--- config.mk ---
export PLATFORM = sky130hd
export DESIGN_NAME = bisr_cfg_ctrl
export DESIGN_NICKNAME = d
export VERILOG_FILES = /design/src/rtl/bisr_pkg.sv /design/src/rtl/bisr_resp_cmp.sv /design/src/rtl/bisr_dwell_timer.sv /design/src/rtl/bisr_cfg_fsm.sv /design/src/rtl/bisr_cfg_ctrl.sv
export SDC_FILE = /design/constraint.sdc
export NUM_CORES = 1
export LEC_CHECK = 0
export BUFFER_PORTS_ARGS = -buffer_cell sky130_fd_sc_hd__buf_2
export CORE_MARGIN = 2
export CORE_UTILIZATION = 43
export DETAILED_ROUTE_END_ITERATION = 6
export HOLD_SLACK_MARGIN = 0.06
export PLACE_DENSITY = 0.76
export SLEW_MARGIN = 20
export SYNTH_ARGS = -nofsm -noshare
export SYNTH_HDL_FRONTEND = slang
export SYNTH_SLANG_ARGS = --single-unit
--- constraint.sdc ---
create_clock -name clk -period 2.5 [get_ports clk]
set_input_delay 0.375 -clock clk [delete_from_list [all_inputs] [get_ports clk]]
set_output_delay 0.375 -clock clk [all_outputs]
set_load 0.02 [all_outputs]
--- src/rtl/bisr_pkg.sv ---
package bisr_pkg;
    // Walk phase of the controller
    typedef enum logic {
        PH_WALK = 1'b0,
        PH_HOLD = 1'b1
    } phase_e;
endpackage

--- src/rtl/bisr_resp_cmp.sv ---
// bisr_resp_cmp: compares every block's test-port response with the shared
// reference and ORs the results. Assumes responses are packed block by block.
module bisr_resp_cmp #(
    parameter int NUM_RLB = 2,
    parameter int RESP_W  = 4
) (
    input  logic [RESP_W-1:0]         ref_resp,
    input  logic [NUM_RLB*RESP_W-1:0] test_resp,
    output logic                      any_miss
);
    logic [NUM_RLB-1:0] miss;

    // one comparator per block
    for (genvar b = 0; b < NUM_RLB; b++) begin : g_blk
        assign miss[b] = (test_resp[b*RESP_W +: RESP_W] != ref_resp);
    end

    // any failing block stops the whole group
    assign any_miss = |miss;
endmodule

--- src/rtl/bisr_dwell_timer.sv ---
// bisr_dwell_timer: counts DWELL clocks per configuration while the walk runs
// and flags the last clock of each window. Assumes DWELL >= 1.
module bisr_dwell_timer #(
    parameter int DWELL = 2
) (
    input  logic clk,
    input  logic rst_n,
    input  logic run,
    output logic last
);
    localparam int CNT_W = (DWELL > 1) ? $clog2(DWELL) : 1;
    localparam logic [CNT_W-1:0] LAST_V = CNT_W'(DWELL - 1);

    logic [CNT_W-1:0] cnt_q;

    // window counter, wraps on the last clock
    always_ff @(posedge clk) begin
        if (!rst_n)        cnt_q <= '0;
        else if (run)      cnt_q <= (cnt_q == LAST_V) ? '0 : cnt_q + 1'b1;
    end

    assign last = (cnt_q == LAST_V);

    assert_cnt_range_R3: assert property (@(posedge clk) disable iff (!rst_n)
        cnt_q <= LAST_V);
    assert_cnt_wrap_R3: assert property (@(posedge clk) disable iff (!rst_n)
        (run && last) |=> (cnt_q == '0));
endmodule

--- src/rtl/bisr_cfg_fsm.sv ---
// bisr_cfg_fsm: one-hot configuration register with walk, stop, hold and
// parity-abort behaviour. Assumes upsets are injected only through seu_flip.
module bisr_cfg_fsm #(
    parameter int NCFG = 4
) (
    input  logic            clk,
    input  logic            rst_n,
    input  logic [NCFG-1:0] seu_flip,
    input  logic            last,
    input  logic            miss,
    output logic [NCFG-1:0] cfg_q,
    output logic            running,
    output logic            spare_used,
    output logic            perr_q
);
    import bisr_pkg::*;

    localparam logic [NCFG-1:0] CFG_NORM = NCFG'(1);

    phase_e phase_q;
    logic   par_ok;
    logic   no_flip;

    // odd parity holds for any one-hot value
    assign par_ok  = ^cfg_q;
    assign no_flip = (seu_flip == '0);
    assign running = (phase_q == PH_WALK);

    // configuration walk, stop on mismatch, parity recovery
    always_ff @(posedge clk) begin
        if (!rst_n) begin
            cfg_q      <= CFG_NORM;
            phase_q    <= PH_WALK;
            spare_used <= 1'b0;
            perr_q     <= 1'b0;
        end else if (!no_flip) begin
            cfg_q <= cfg_q ^ seu_flip;
        end else if (!par_ok) begin
            cfg_q      <= CFG_NORM;
            phase_q    <= PH_HOLD;
            spare_used <= 1'b0;
            perr_q     <= 1'b1;
        end else if (running && last) begin
            if (miss) begin
                phase_q    <= PH_HOLD;
                spare_used <= !cfg_q[0];
            end else if (cfg_q[NCFG-1]) begin
                cfg_q   <= CFG_NORM;
                phase_q <= PH_HOLD;
            end else begin
                cfg_q <= cfg_q << 1;
            end
        end
    end

    assert_mid_window_R3: assert property (@(posedge clk) disable iff (!rst_n)
        (running && no_flip && par_ok && !last) |=> ($stable(cfg_q) && running));
    assert_stop_R4: assert property (@(posedge clk) disable iff (!rst_n)
        (running && no_flip && par_ok && last && miss) |=> ($stable(cfg_q) && !running));
    assert_hold_R8: assert property (@(posedge clk) disable iff (!rst_n)
        (!running && no_flip && par_ok) |=> ($stable(cfg_q) && $stable(spare_used) && !running));
    assert_recover_R9: assert property (@(posedge clk) disable iff (!rst_n)
        (no_flip && !par_ok) |=> (perr_q && cfg_q == CFG_NORM && !spare_used));
    assert_sticky_R9: assert property (@(posedge clk) disable iff (!rst_n)
        perr_q |=> perr_q);
    assert_onehot_R9: assert property (@(posedge clk) disable iff (!rst_n)
        ($past(seu_flip) == '0 && $past(par_ok)) |-> ($countones(cfg_q) == 1));
endmodule

--- src/rtl/bisr_cfg_ctrl.sv ---
// bisr_cfg_ctrl: start-up self-test and spare configuration controller.
// It walks NUM_RLB blocks through NUM_UNITS+1 configurations with a fixed
// stimulus and stops at the first failing one. It assumes the block switches
// decode cfg_sel directly (bit 0 = spare on the test port, the normal state).
module bisr_cfg_ctrl #(
    parameter int                NUM_UNITS = 3,
    parameter int                NUM_RLB   = 2,
    parameter int                RESP_W    = 4,
    parameter int                TEST_W    = 4,
    parameter int                DWELL     = 2,
    parameter logic [TEST_W-1:0] TEST_VEC  = 'hA
) (
    input  logic                      clk,
    input  logic                      rst_n,
    input  logic [NUM_UNITS:0]        seu_flip,
    input  logic [RESP_W-1:0]         ref_resp,
    input  logic [NUM_RLB*RESP_W-1:0] test_resp,
    output logic [TEST_W-1:0]         test_vec,
    output logic [NUM_UNITS:0]        cfg_sel,
    output logic                      fault_flag,
    output logic                      test_done,
    output logic                      parity_err
);
    localparam int NCFG = NUM_UNITS + 1;

    logic any_miss;
    logic last;
    logic running;

    // stimulus is fixed for the whole walk
    assign test_vec = TEST_VEC;

    bisr_resp_cmp #(.NUM_RLB(NUM_RLB), .RESP_W(RESP_W)) u_cmp (
        .ref_resp (ref_resp),
        .test_resp(test_resp),
        .any_miss (any_miss)
    );

    bisr_dwell_timer #(.DWELL(DWELL)) u_tmr (
        .clk  (clk),
        .rst_n(rst_n),
        .run  (running),
        .last (last)
    );

    bisr_cfg_fsm #(.NCFG(NCFG)) u_fsm (
        .clk       (clk),
        .rst_n     (rst_n),
        .seu_flip  (seu_flip),
        .last      (last),
        .miss      (any_miss),
        .cfg_q     (cfg_sel),
        .running   (running),
        .spare_used(fault_flag),
        .perr_q    (parity_err)
    );

    // done whenever the walk is no longer running
    assign test_done = !running;

    assert_flag_R7: assert property (@(posedge clk) disable iff (!rst_n)
        (fault_flag && $countones(cfg_sel) == 1) |-> (test_done && !cfg_sel[0]));
    assert_done_sticky_R4: assert property (@(posedge clk) disable iff (!rst_n)
        test_done |=> test_done);
endmodule

==> results of run 1 <==
## flip-flops by register name, summed over array words and instances (netlist names)
name	cells
u_fsm.perr_q	1
u_fsm.cfg_q	4
u_fsm.spare_used	1
u_fsm.phase_q	1
u_tmr.last	1
## cell usage in the layout, fill, tap and decap left out, types with 4 or more instances in the layout
cell	synthesis	routed
o22ai_1	4	4
dfxtp_1	8	8
buf_2	0	24
and3_1	5	5
nor3_1	7	7
conb_1	2	4
nand2_1	10	10
nand2b_1	4	4
## worst min-delay path, cell delays in order (launching register included)
cell and delay, ns:
dfxtp_1 0.30, nand2_1 0.05, a21oi_1 0.05
## where the power goes
group	internal, W	total (W)	switching, W
combinational	0.0000531	0.000128	0.0000751
clock	0.0000548	0.0000971	0.0000423
sequential	0.000139	0.000154	0.0000148
## through the flow
stage	instances	utilization	setup slack, ns	cell area (um^2)
3_3_place_gp	113	0.554	0.585	703
5_1_grt	116	0.572	0.280	726
6_report	116	0.572	0.394	726
4_1_cts	116	0.572	0.397	726
3_5_place_dp	113	0.554	0.421	703
2_1_floorplan	77	-	0.367	583
## layer usage
layer,vias up,track usage,share of wire
met5,-,0,0
met4,0,0.0917,0.0084
met3,2,0.0722,0.044
met2,18,0.397,0.52
met1,281,0.218,0.43
li1,317,-,-
## logic make-up after synthesis
logic type                 count (synthesis)  synth area share
and+or+nand+nor                           36             0.350
adders and majority gates                  1            0.0217
muxes                                      3            0.0543
xor gates and xnor gates                   4            0.0609
DFF                                        8             0.278
other                                      2            0.0130
buffers and inverters                      7            0.0717
AOI/OAI and AO/OA                         14             0.150
## final timing paths
check / from / end / cells after the start
worst max-delay path: u_fsm.cfg_q[3]$_SDFFE_PN0P_ / u_fsm.cfg_q[0]$_SDFFE_PN1P_ / 6
worst min-delay path: u_fsm.spare_used$_SDFFE_PN0P_ / u_fsm.spare_used$_SDFFE_PN0P_ / 2
worst max register to register: u_fsm.cfg_q[3]$_SDFFE_PN0P_ / u_fsm.cfg_q[0]$_SDFFE_PN1P_ / 6
worst min register to register: u_fsm.spare_used$_SDFFE_PN0P_ / u_fsm.spare_used$_SDFFE_PN0P_ / 2
## cell type report
| cell class | instances | area [um^2] |
|---|---|---|
| inverter | 2 | 7.51 |
| clock buffer | 3 | 22.5 |
| tap | 15 | 18.8 |
| timing repair buffer | 26 | 135 |
| sequential | 8 | 160 |
| fill | 132 | 543 |
| multi-input combinational | 62 | 382 |
==> metrics, run 1 <==
Worst setup SP type=flip-flop; GRT Util Overall=0.216; Num CTS Buffers=3; EDFF count, synth=0; Max Cap Violations=0; Final HPWL DP=1080 um; CP Max Fanout=6; initial detailed-routing violation count=7; Antenna diodes=0; DIE HEIGHT=40.6 um; Core Footprint=roughly 0.0013 mm^2; Async SR Flop Fraction=0; H-tree depth=1; CTS root buf=clkbuf_4; Worst Hold Class=reg2reg; CTS tree=done; CP most frequent cell=xnor2_1; top-count cell post-synth=nand2_1; initial antenna violation count=0; power per cell area=522 mW/mm^2; Synth top area share=0.278; GR Overflow Total=0; Worst Max-Slew Pin Slew=a little over 0.5 ns; crit end category=flip-flop; worst-path cell chain=inv_1 -> ha_1 -> xnor2_1 -> xnor2_1 -> nor3_2 -> mux2_1; Post-Route WL=1310 um; CP Buf/Inv Count=1; share of post-route cells with drive strength above 1=0.327; IO Pins=29; placer congestion estimate=0.821; outcome=finished, final reports clean; chip width=40.6 um; worst-skew pair later-pin latency=0.25 ns; Synth cell types=29; Period minus WS final=2.11 ns; Post-CTS Hold Buffers=0; row count=13; worst IR drop on VDD=0.294 mV; number of vias per cell=5.33; Routed Antenna Nets=0; Worst EP arrival=2.25 ns; biggest area consumer among synthesized cells=dfxtp_1; Yosys warning total=0; Starting Density=0.454; Final Hold Fails=0; synth top area cells=dfxtp_1 (28%), nand2_1 (6.5%), nor3_1 (6.1%), and3_1 (5.4%), buf_4 (5.2%); average cell area after synthesis=7.67 um^2; fmax=475 MHz; die area=about 0.0016 mm^2; fin crit share=0.842; sequential fraction of the synthesis area=0.278; Max Slew Vio Count=0; TNS Setup=0 ns; largest net degree at the start of global routing=12; clk slew on worst S/H paths=0.06 ns; FF+latch count, synth=8; drt drc=0; Crit Path Category=reg2reg; DRT Pass-1 Iters=4; Port Buffers=24; Longest Clk Path Bufs=2; Critical-path top delay cell=dfxtp_1; cell area after synthesis=roughly 580 um^2; Worst path max stage delay=0.42 ns; # nets final=~120; DR WL/cell=11.3 um; DR vias=618; worst rel slew slack=0.661; cells after synthesis=75; unrepaired setup endpoints after global routing=false; Hold WS=0.447 ns; post-cts repair resize count=0; critical path required time=2.64 ns; Reg2Reg Setup Slack=0.39 ns; Lkg Pwr=0.324 nW; Worst path top cell family by delay=XOR/XNOR gates; clk_skew=0.00652 ns; first-pass GRT wire length=2270 um; vias in the first global route=579; Power Total=0.000379 W; setup violators final=0; setup bufs post-CTS=0; Commonest cells post-synth=nand2_1 (10), dfxtp_1 (8), nor3_1 (7); predominant post-synthesis flop cell=dfxtp_1; Area Growth Syn to Fin=26.1%; Clock Sinks=8
Power figures use the tool's default switching activity.
==> inputs of run 2 (changes only) <==
==> constraint.sdc (replaced) <==
create_clock -name clk -period 2.1 [get_ports clk]
set_input_delay 0.315 -clock clk [delete_from_list [all_inputs] [get_ports clk]]
set_output_delay 0.315 -clock clk [all_outputs]
set_load 0.02 [all_outputs]
==> run 2 against run 1 <==
Largest cell class unchanged. Sequential share of layout area fell by 0.093 points. Worst setup slack lost 0.25 ns. Die area unchanged. Power up 24%. Wire length is 11% higher. Largest power group unchanged. Via count up 5.2%. Non-clock buffer count unchanged. Utilization up 0.69 points. Fmax rose by 7.6%. Sequential cell count did not move. Clock-buffer cell count unchanged.
==> metrics, run 2 (synthesized netlist as in run 1, its figures left out) <==
Inst Count DP=113; Clock Sinks=8; DR vias=between 600 and 700; Final Hold Fails=0; Worst setup SP type=flip-flop; Num CTS Buffers=3; clk_skew=0.00123 ns; reg2reg start=u_fsm.cfg_q[3]$_SDFFE_PN0P_; Power Total=approximately 0.00047 W; H-tree depth=1; power per cell area=639 mW/mm^2; largest net degree at the start of global routing=12; Max Cap Violations=0; outcome=finished, final reports clean; IO Pins=29; CTS root buf=clkbuf_4; placer congestion estimate=0.885; first-pass GRT wire length=2160 um; CP Max Fanout=6; Core Footprint=between 0.001 and 0.0015 mm^2; fmax=511 MHz; Port Buffers=24; Hold EP=u_fsm.cfg_q[3]$_SDFFE_PN0P_; Antenna diodes=0; max reg flops=4; worst-path cell chain=inv_1 -> ha_1 -> xnor2_2 -> xnor2_1 -> nor3_2 -> mux2_1; critical path required time=~2.3 ns; Longest Clk Path Bufs=2; non-filler instance count after layout=116; DIE HEIGHT=slightly above 40 um; fin util=0.579; commonest cells after routing, fill and taps aside=buf_2 (24), nand2_1 (10), nor3_1 (7), dfxtp_1 (7), and3_1 (5); CTS tree=done; DR WL/cell=12.5 um; most common cell after layout, fill and taps aside=buf_2; Post-Route WL=roughly 1500 um; Hold Crit Start=rst_n; Most flops, register=u_fsm.cfg_q; Crit Path Category=reg2reg; unrepaired setup endpoints after global routing=false; Worst path top cell family by delay=XOR/XNOR gates; Reg2Reg Setup Slack=between 0.1 and 0.15 ns; PnR worst setup slack=0.143 ns; die area=0.00165 mm^2; fin crit share=0.932; Area Growth Syn to Fin=27.6%; Starting Density=0.454; Period minus WS final=1.96 ns; Worst Max-Slew Pin Slew=between 0.5 and 0.6 ns; Worst Hold Class=in2reg; worst-skew pair later-pin latency=0.26 ns; # nets final=122; vias in the first global route=approximately 540; initial antenna violation count=0; Worst path max stage delay=0.46 ns; DRT Pass-1 Iters=4; setup bufs post-CTS=0; worst rel slew slack=0.647; share of post-route cells with drive strength above 1=0.347; GR Overflow Total=0; clk slew on worst S/H paths=0.06 ns; Routed Antenna Nets=0; row count=13; Hold Path Depth=3; chip width=40.6 um; worst IR drop on VDD=0.363 mV; CP Buf/Inv Count=1; Critical-path top delay cell=xnor2_1; Reg2Reg Depth=6; pre-CTS setup slack=0.125 ns; fill cell total of the finished layout=123; number of vias per cell=5.60; GRT Util Overall=0.204; Lkg Pwr=0.331 nW; Worst EP arrival=around 2.1 ns; setup violators final=0; Max Slew Vio Count=0; drt drc=0; Final HPWL DP=1110 um; initial detailed-routing violation count=23; Reg2Reg Capture Point=u_fsm.cfg_q[0]$_SDFFE_PN1P_; TNS Setup=0 ns; crit end category=flip-flop
-- run 2: cell count changes in the layout (fill, tap and decap cells not counted) --
cell	delta
dfxtp_1	-1
dfxtp_2	+1
xnor2_1	-1
xnor2_2	+1
-- run 2: per-stage QoR --
stage / hold slack, ns / cell area (um^2)
2_1_floorplan: 0.456 / 584
3_3_place_gp: 0.435 / 704
3_5_place_dp: 0.446 / 704
4_1_cts: 0.395 / 727
5_1_grt: 0.418 / 734
6_report: 0.405 / 734
-- run 2: repair_timing --
action | 4_1_cts | 5_1_grt
hold buffers | 0 | 0
setup endpoints to repair | 0 | 4
gates resized for setup | 0 | 1
-- run 2: worst max-delay path by stage --
stage	slack, ns	start	cells past startpoint	to
2_1_floorplan	0.07	u_fsm.cfg_q[3]$_SDFFE_PN0P_	6	u_fsm.cfg_q[0]$_SDFFE_PN1P_
3_3_place_gp	0.22	u_fsm.cfg_q[3]$_SDFFE_PN0P_	6	u_fsm.cfg_q[0]$_SDFFE_PN1P_
3_5_place_dp	0.13	u_fsm.cfg_q[3]$_SDFFE_PN0P_	6	u_fsm.cfg_q[0]$_SDFFE_PN1P_
4_1_cts	0.09	u_fsm.cfg_q[3]$_SDFFE_PN0P_	6	u_fsm.cfg_q[0]$_SDFFE_PN1P_
5_1_grt	0.005	u_fsm.cfg_q[3]$_SDFFE_PN0P_	6	u_fsm.cfg_q[0]$_SDFFE_PN1P_
6_report	0.14	u_fsm.cfg_q[3]$_SDFFE_PN0P_	6	u_fsm.cfg_q[0]$_SDFFE_PN1P_
-- run 2: worst register-to-register path, delay by kind of cell, from the launching register on --
kind | cells | cell delay (ns)
XOR/XNOR | 2 | 0.64
AND/OR/NAND/NOR | 1 | 0.12
adder cells (fa/ha/maj) | 1 | 0.31
multiplexers | 1 | 0.32
buffers and inverters | 1 | 0.09
flip-flops | 1 | 0.38
-- run 2: per-layer routing --
layer  wire length (um)  GRT usage
met2                742      0.373
met5                  0          0
met4                 22      0.100
met3                 95     0.0333
met1                590      0.223
-- run 2: cell type report --
class / count / area [um^2] / area share
inverter: 2 / 7.51 / 0.0102
timing repair buffer: 26 / 135 / 0.184
sequential: 8 / 161 / 0.220
clock buffer: 3 / 22.5 / 0.0307
tap: 15 / 18.8 / 0.0256
multi-input combinational: 62 / 389 / 0.530
-- run 2: report_power, final --
part           leakage, nW  internal, W  total [W]  switching [W]
combinational        0.250    0.0000681   0.000162      0.0000936
sequential          0.0662     0.000166   0.000185      0.0000189
clock               0.0138    0.0000657   0.000123      0.0000571
